### config.mk
export PLATFORM = sky130hd
export DESIGN_NAME = lcd_tri_drv
export DESIGN_NICKNAME = d
export VERILOG_FILES = /design/src/rtl/lcd_tri_drv.sv
export SDC_FILE = /design/constraint.sdc
export NUM_CORES = 1
export LEC_CHECK = 0
export CORE_MARGIN = 2
export CORE_UTILIZATION = 45
export DETAILED_ROUTE_END_ITERATION = 8
export MAX_ROUTING_LAYER = met4
export PLACE_DENSITY = 0.83
export SYNTH_ARGS = -nofsm -noshare
export SYNTH_HDL_FRONTEND = slang
export SYNTH_SLANG_ARGS = --single-unit
### constraint.sdc
create_clock -name clk -period 2.15 [get_ports clk]
set_clock_uncertainty 0.2 [all_clocks]
set_input_delay 0.215 -clock clk [delete_from_list [all_inputs] [get_ports clk]]
set_output_delay 0.215 -clock clk [all_outputs]
set_load 0.05 [all_outputs]
### src/rtl/lcd_tri_drv.sv
module lcd_tri_drv #(
  parameter int SLOT_CLKS = 8
) (
  input  logic        clk,
  input  logic        rst_n,
  input  logic [15:0] bcd,
  input  logic [3:0]  blank,
  input  logic [3:0]  dp_on,
  input  logic        lead_one,
  input  logic        minus,
  input  logic        low_bat,
  input  logic        cont_flag,
  output logic [5:0]  bp_lvl,
  output logic [23:0] seg_lvl,
  output logic        ann
);
  localparam int DIGITS = 4;
  localparam int CW = (SLOT_CLKS > 1) ? $clog2(SLOT_CLKS) : 1;

  logic [CW-1:0] cnt;
  logic [1:0]    slot;
  logic          neg;

  always_ff @(posedge clk) begin
    if (!rst_n) begin
      cnt  <= '0;
      slot <= 2'd0;
      neg  <= 1'b0;
    end else if (cnt == CW'(SLOT_CLKS - 1)) begin
      cnt <= '0;
      if (slot == 2'd2) begin
        slot <= 2'd0;
        neg  <= ~neg;
      end else begin
        slot <= slot + 2'd1;
      end
    end else begin
      cnt <= cnt + 1'b1;
    end
  end

  assign ann = ~neg;

  function automatic logic [6:0] seg7(input logic [3:0] v);
    case (v)
      4'd0: seg7 = 7'h3F;
      4'd1: seg7 = 7'h06;
      4'd2: seg7 = 7'h5B;
      4'd3: seg7 = 7'h4F;
      4'd4: seg7 = 7'h66;
      4'd5: seg7 = 7'h6D;
      4'd6: seg7 = 7'h7D;
      4'd7: seg7 = 7'h07;
      4'd8: seg7 = 7'h7F;
      4'd9: seg7 = 7'h6F;
      default: seg7 = 7'h00;
    endcase
  endfunction

  function automatic logic [1:0] line_code(input logic on, input logic n);
    line_code = on ? (n ? 2'd3 : 2'd0) : (n ? 2'd1 : 2'd2);
  endfunction

  wire [DIGITS-1:0] extra = {lead_one, minus, low_bat, cont_flag};

  genvar b, i;
  generate
    for (b = 0; b < 3; b++) begin : g_bp
      assign bp_lvl[2*b +: 2] = (slot == 2'(b)) ? (neg ? 2'd0 : 2'd3)
                                                : (neg ? 2'd2 : 2'd1);
    end

    for (i = 0; i < DIGITS; i++) begin : g_dig
      logic [6:0] s;
      logic [2:0] on;
      assign s = blank[i] ? 7'h00 : seg7(bcd[4*i +: 4]);
      always_comb begin
        case (slot)
          2'd0:    on = {s[1], s[0], s[5]};
          2'd1:    on = {s[2], s[6], s[4]};
          default: on = {extra[i], s[3], dp_on[i]};
        endcase
      end
      assign seg_lvl[6*i     +: 2] = line_code(on[0], neg);
      assign seg_lvl[6*i + 2 +: 2] = line_code(on[1], neg);
      assign seg_lvl[6*i + 4 +: 2] = line_code(on[2], neg);
    end
  endgenerate
endmodule

---- Yosys cells after proc, flatten, opt, wreduce, memory -nomap -nowiden ----
Memories as Yosys holds them, arrays and structs flattened.
Index checks and enable logic that the tools add are counted.
storage, ports and cells
  memories kept ........................... 4
  output and inout port bits .............. 31
  word-level logic and storage cells ...... 45
  flip-flop bits (word level) ............. 6
  input bits .............................. 30
  memory bits (read-only) ................. 448
cells by class
  bitwise logic cells ..................... 2
  multiplexer cells ....................... 28
  eq/ne operators ......................... 3
  add/sub/neg operators ................... 2
  reductions and logical operators ........ 3
memories
  memory            words  width  read ports  clocked after Yosys merged registers in  wr ports  RTL line  text
  (name not given)  16     7      1           0                                        0         45        case (v)
  (name not given)  16     7      1           0                                        0         45
  (name not given)  16     7      1           0                                        0         45
  (name not given)  16     7      1           0                                        0         45
operators with widths
  operator                                                          count
  2-bit two-way mux                                                 20
  7-bit two-way mux                                                 4
  3-bit case mux with 2 select lines                                4
  3-bit by 1-bit adder with 3-bit output (second input constant)    1
  3-bit == test (second input constant)                             1
  2-bit by 1-bit adder with 2-bit output (second input constant)    1
  2-bit by 1-bit == test with 1-bit output (second input constant)  1
  2-bit == test (second input constant)                             1
  2-bit logical NOT                                                 1
  1-bit NOT                                                         2
  2-bit AND reduction                                               1
  2-bit OR reduction                                                1

---- Longest topological paths before layout ----
Gate-level depths: netlist of run 1.
An unclocked memory read counts as a cell.
  depth in word-level cells ............... 4
  gate-level depth with buffers ........... 7

---- Least setup slack after synthesis of run 1 ----
Ideal clock, no wire load.
  path kind ............................... flip-flop to output port
  from .................................... reg neg
  to ...................................... out seg_lvl[11]
  slack ................................... -536 ps
  arrival ................................. 2271 ps
  stages on the path, launching flop included .. 3
  path buffers ............................ 0
  data required time ...................... 1735 ps
  path through ............................ dfxtp_1 > clkinv_1 > xnor2_1
on the way
  cells in the longest elaborated chain, start to end .. 2
  elaborated cells between the ends (all ways) .. 3
  those cells by class .................... 3 x mux
ends and longest elaborated chain
  element                 RTL line  text
  from (decl)             22        logic neg;
  from (signal assigned)  33        neg <= ~neg;
  2-bit two-way mux       61        line_code = on ? (n ? 2'd3 : 2'd0) : (n ? 2'd1 : 2'd2);
  2-bit two-way mux *     61
  to (decl)               14        output logic [23:0] seg_lvl,
Every way passes the cells marked *; elsewhere a longest branch is shown, timed or not.

---- Worst setup path in the final report of run 1 ----
  from .................................... reg slot[0]
  to ...................................... out seg_lvl[23]
on the way
  cells in the longest elaborated chain, start to end .. 3
  elaborated cells between the ends (all ways) .. 4
  those cells by class .................... 1 x eq/ne; 2 x mux; 1 x reduce/logical
ends and longest elaborated chain
  element                                                                               RTL line  text
  from (decl)                                                                           21        logic [1:0] slot;
  from (signal assigned)                                                                35        slot <= slot + 2'd1;
  2-bit by 1-bit == test with 1-bit output / 2-bit logical NOT (equally long branches)  78        case (slot)
  3-bit case mux with 2 select lines *                                                  78
  2-bit two-way mux *                                                                   61
Marks and branches as above.

==> reports/summary.txt, run 1 <==
Critical Path AT - 1.79 ns
# IOs - 61
H-tree depth - 1
PortBufs - 60
post-synth net total - 255
via/cell ratio - 5.99
Fillers - 147
static leakage - 0.00135 uW
Seq/Total Area, Yosys - 7.80%
Net Sw Frac - 41.1%
Tot GR Track Use - 31.8%
hold_buf cts - 0
Setup WS post-layout - -0.0525 ns
Hold Violations, Final - 0
TritonCTS Buffers - 3
M2 GR Usage - 54.7%
global-route wire length before repair - 9670 um
crit end category - output port
post-synth top area cell - ha_1
fin crit share - 102%
GP Congestion - 0.869
Nets - 348
Worst Tran Pin Value - 0.471 ns
final setup fails - 6
met1 usage - 34.7%
Tmin final - 2.20 ns
routed vias - 2002
Initial Util - 46.5%
clock share of power - 16.8%
Min-Delay Path Class - reg2reg
die area - 3910 um^2
Slew HR - 68.3%
CTS tree - done
row count - 21
startpoint types - flop
Mean Syn Cell Area - 7.82 um^2
Flop pwr share - 17.3%
Area Overhead vs Synth - 89.5%
Horiz. Die Dim - 62.5 um
CTS Root Cell - clkbuf_4
busiest grt layer - met2
Hold Slack - 0.238 ns
Core Area - 3310 um^2
Max Clock Freq - 454 MHz
register bit total from synthesis - 6
pre-CTS WS - -0.401 ns
initial antenna violation count - 0
fraction of layout cells with a size suffix above 1 - 47.9%
Iteration-0 DRC Markers - 157
drt total wl - 6820 um
largest net degree at the start of global routing - 21
DPL Wire Length - 3880 um
Max Slew Vio Count - 0
Synth area leaders - ha_1 23%, dfxtp_1 7.8%, buf_4 5.8%
overflow left after global routing - 0
Die H - 62.5 um
sw power - 279 uW
combinational power share - 65.9%
Cells after Synth - 197
MaxCap Viol Count - 0
synthesized area - 1540 um^2
clk sinks - 6
status - finished, violations left
clk slew on worst S/H paths - 0.05 ns
Synth cell types - 44
unrepaired setup endpoints after global routing - yes
Synth top area share - 22.7%
n_diodes - 0
number of global-route vias before repair - 1944
Clock Path Buffers - 2
WL/cell - 20.4 um
worst-path fanout max - 5
drt first pass iters - 5
PD cells - 233 nW/um^2
multi-input combinational cell area - 1400 um^2
drt drc - 0
Yosys warning count - 0
Final ANT Viol Nets - 0
global routing usage on met3 - 7.03%
violated checks - negative setup slack
Critical Path RT - 1.74 ns
clk_lat worst skew - 0.26 ns
register cell area after layout - 126 um^2
P_int - 400 uW
Peak VDD IR - 133 uV
Crit Path Class - reg2out
==> synth_stat cells <==
master / count
xnor2_1: 10
a211oi_1: 1
o31a_1: 3
nand2b_1: 5
o21bai_1: 3
and3_2: 2
clkinv_1: 1
nor2_1: 11
clkbuf_1: 3
nand3_1: 3
and2_1: 7
nand4bb_1: 1
or2_2: 3
a21oi_1: 4
ha_1: 28
o211ai_1: 6
or3_1: 1
a31oi_1: 6
or2_1: 1
a41oi_1: 1
a221o_1: 1
a211oi_2: 3
and2b_1: 1
o311a_1: 4
o311ai_0: 3
o2111ai_1: 1
nor3_1: 1
o21a_1: 1
inv_1: 16
nor2b_1: 9
dfxtp_1: 6
buf_6: 2
o21ai_0: 8
buf_2: 1
inv_6: 1
nand2_1: 11
a41o_1: 5
and3b_1: 2
or2b_2: 2
inv_2: 1
buf_4: 12
o31ai_1: 3
nor3b_1: 1
and4bb_2: 2
==> per-stage QoR <==
stage | util (%) | std cells | instance area (um^2) | power, uW | setup TNS (ns)
2_1_floorplan | - | 197 | 1610 | 309 | -0.105
3_3_place_gp | 80.1 | 322 | 2650 | 496 | -2.61
3_5_place_dp | 80.1 | 322 | 2650 | 509 | -3.31
4_1_cts | 85.1 | 331 | 2820 | 635 | 0
5_1_grt | 88.2 | 334 | 2920 | 697 | -0.342
6_report | 88.2 | 334 | 2920 | 679 | -0.156
==> power by group through the flow <==
stage | Clock [uW] | Combinational, uW | Sequential (uW)
global placement | 0 | 376 | 120
finish | 114 | 447 | 117
CTS | 104 | 413 | 119
floorplan | 0 | 188 | 120
detailed placement | 0 | 388 | 120
global route | 114 | 466 | 117
==> flip-flops by register name, indices dropped and copies added (netlist names) <==
| register | cells |
|---|---|
| slot | 2 |
| cnt | 3 |
| neg | 1 |
==> critical path: stages (launching register included) <==
cell and delay (ns):
dfxtp_4 0.36, buf_6 0.13, inv_4 0.06, buf_8 0.13, a31oi_4 0.08, a41o_1 0.28, xnor2_2 0.26, clkbuf_16 0.23
==> final cells by class <==
type / instances / share of cell area [%]
clock buffer: 3 / 0.772
inverter: 19 / 2.79
multi-input combinational: 154 / 47.9
sequential: 6 / 4.33
tap: 46 / 1.97
timing repair buffer: 106 / 42.2
==> kinds of logic (layout without fill, tap and decap cells) <==
family	Yosys count	in the layout	share of synthesized area, %
DFF	6	6	7.80
adders and majority gates	28	28	22.7
AOI/OAI and AO/OA	53	53	26.6
buffers and inverters	37	128	13.3
and+or+nand+nor	63	63	23.8
xor gates and xnor gates	10	10	5.69
==> cell usage in the layout (no fill, tap or decap), types with 4 or more instances in the layout <==
cell type        count
clkbuf_2             4
clkdlybuf4s50_1     13
inv_2                6
a31oi_1              5
a41o_1               5
dlygate4sd2_1        6
nor2_1              10
o311a_1              4
buf_6               11
and2_1               7
o21ai_0              4
nor2b_1              5
nand2b_1             5
nand2_1             11
xnor2_2              8
ha_2                 4
ha_1                22
inv_1               10
buf_12              24
buf_4               38
o211ai_1             6
==> routing by layer <==
layer / vias up / wire (um) / share of wire (%)
li1: 875 / - / -
met1: 938 / 2680 / 39
met2: 153 / 3260 / 48
met3: 36 / 560 / 8.2
met4: 0 / 319 / 4.7
met5: - / 0 / 0
==> worst paths after layout <==
check | startpoint | endpoint | slack (ns) | cells after the start
worst min register to register | cnt[0] | cnt[0] | 0.24 | 1
worst max-delay path | slot[0] | seg_lvl[23] | -0.05 | 7
worst min-delay path | cnt[0] | cnt[0] | 0.24 | 1
worst max register to register | slot[0] | neg | 0.61 | 8
==> timing repair <==
item,CTS,global route
pin swaps,23,17
endpoints found under the setup margin,14,15
cloned,1,1
gates resized for setup,58,36
buffers inserted,6,2
Power figures use the tool's default switching activity.
==> run 2, diff against run 1 <==
- CTS_CLUSTER_SIZE: not set -> 20
==> results of run 2 <==
The final DEF is identical to that of run 1; final timing and power are the same.
==> run 3, diff against run 2 <==
- CORE_MARGIN: 2 -> not set
- SLEW_MARGIN: not set -> 25
==> reports/summary.txt, run 3 (synthesis gave the netlist of run 1 again) <==
fin crit share - 105%
Worst Tran Pin Value - 0.444 ns
Tmin final - 2.25 ns
Clock Path Buffers - 2
drt first pass iters - 5
status - finished, violations left
global-route wire length before repair - 8790 um
Max Clock Freq - 444 MHz
commonest non-fill, non-tap cells in the layout - 37 x buf_4, 26 x ha_1, 25 x buf_12
Top reg by flops - cnt
static leakage - 0.00132 uW
drt total wl - 6130 um
GP Congestion - 0.972
overflow left after global routing - 0
Final ANT Viol Nets - 0
Horiz. Die Dim - 60.5 um
row count - 20
startpoint types - primary input
H-tree depth - 1
clk_lat worst skew - 0.26 ns
# IOs - 61
Setup WS post-layout - -0.105 ns
DPL Wire Length - 4000 um
R2R depth - 8
TritonCTS Buffers - 3
initial antenna violation count - 1
Area Overhead vs Synth - 82.5%
CTS Root Cell - clkbuf_4
Hold Violations, Final - 0
pre-CTS WS - -0.422 ns
Critical Path AT - 1.84 ns
max reg flops - 3
PortBufs - 60
design area - 2810 um^2
clk sinks - 6
PD cells - 237 nW/um^2
number of global-route vias before repair - 1944
drt drc - 0
CTS tree - done
fraction of layout cells with a size suffix above 1 - 44.7%
critical path's slowest cell - o211ai_1
Core Area - 3150 um^2
delay-heaviest family, CP - buffers and inverters
die area - 3660 um^2
crit end category - output port
Iteration-0 DRC Markers - 142
Largest regs - cnt (3), slot (2), neg (1)
WL/cell - 18.6 um
MaxCap Viol Count - 0
Critical Path RT - 1.74 ns
Peak VDD IR - 166 uV
crit-path cells - dlygate4sd2_1 > buf_4 > ha_1 > nor2b_2 > o311ai_1 > o211ai_1 > xnor2_2 > buf_12
hold path cells - 1
placed cell area - 2660 um^2
total power - 665 uW
Tot GR Track Use - 34.0%
commonest non-fill, non-tap cell in the layout - buf_4
Min-Delay Path Class - reg2reg
largest net degree at the start of global routing - 15
unrepaired setup endpoints after global routing - yes
Nets - 344
Slew HR - 70.2%
Initial Util - 48.8%
CP bufs+invs - 3
worst-path fanout max - 2
Max Slew Vio Count - 0
violated checks - negative setup slack
routed vias - 1935
Die H - 60.5 um
WP depth - 8
final setup fails - 5
clk slew on worst S/H paths - 0.04 ns
critical path's largest stage delay - 0.30 ns
Final TNS setup - -0.264 ns
Crit Path Class - in2out
via/cell ratio - 5.88
## run 3: cell types whose count changed in the layout (fill, tap and decap cells not counted), sizes merged
cell and delta:
clkdlybuf4s15 +1, dlymetal6s2s -1, dlygate4sd2 +2, clkdlybuf4s50 +1
inv -1, buf -4, bufbuf +1, clkbuf -4
clkinv +1, diode +1
## run 3: repair_timing
action / 4_1_cts / 5_1_grt
setup endpoints to repair: 15 / 14
cloned: 1 / 0
setup buffers: 4 / 0
gates resized for setup: 50 / 22
hold buffers: 0 / 0
pin swaps: 21 / 14
## run 3: final timing paths
check,from,to,slack [ns]
setup / recovery,bcd[8],seg_lvl[13],-0.10
hold / removal,cnt[0],cnt[0],0.24
setup reg to reg,slot[0],neg,0.54
hold reg to reg,cnt[0],cnt[0],0.24
## run 3: final cells by class
| type | count | area, um^2 |
|---|---|---|
| Multi-Input combinational cell | 154 | 1340 |
| Timing Repair Buffer | 102 | 1180 |
| Fill cell | 149 | 343 |
| Sequential cell | 6 | 126 |
| Inverter | 19 | 83.8 |
| Tap cell | 44 | 55.1 |
| Clock buffer | 3 | 22.5 |
| Antenna cell | 1 | 2.50 |
## run 3: where the power goes
part / leakage, uW / switching [uW] / internal, uW / total, uW
clock network: 0.0000138 / 51.2 / 63.8 / 115
registers: 0.0000508 / 2.26 / 115 / 118
logic: 0.00125 / 214 / 218 / 432
## run 3: per-layer routing
| metal | vias up | GRT usage (%) | part of all wire [%] |
|---|---|---|---|
| li1 | 864 | - | - |
| met1 | 888 | 33.2 | 36 |
| met2 | 141 | 61.5 | 51 |
| met3 | 42 | 4.90 | 7.5 |
| met4 | 0 | 23.1 | 4.9 |
| met5 | - | - | 0 |
## run 3: worst register-to-register path, cell delays in order (launching register included)
cell and delay, ns:
dfxtp_4 0.36, buf_6 0.13, inv_4 0.06, buf_2 0.15
nand2_1 0.09, inv_1 0.10, nand2_1 0.09, xnor2_1 0.16
and2_1 0.17
## run 3: metrics by stage
step / hold WS [ns] / std cells / util (%)
2_1_floorplan: 0.137 / 197 / -
3_3_place_gp: 0.219 / 320 / 84.4
3_5_place_dp: 0.223 / 320 / 84.4
4_1_cts: 0.231 / 328 / 88.2
5_1_grt: 0.258 / 329 / 89.1
6_report: 0.235 / 329 / 89.1
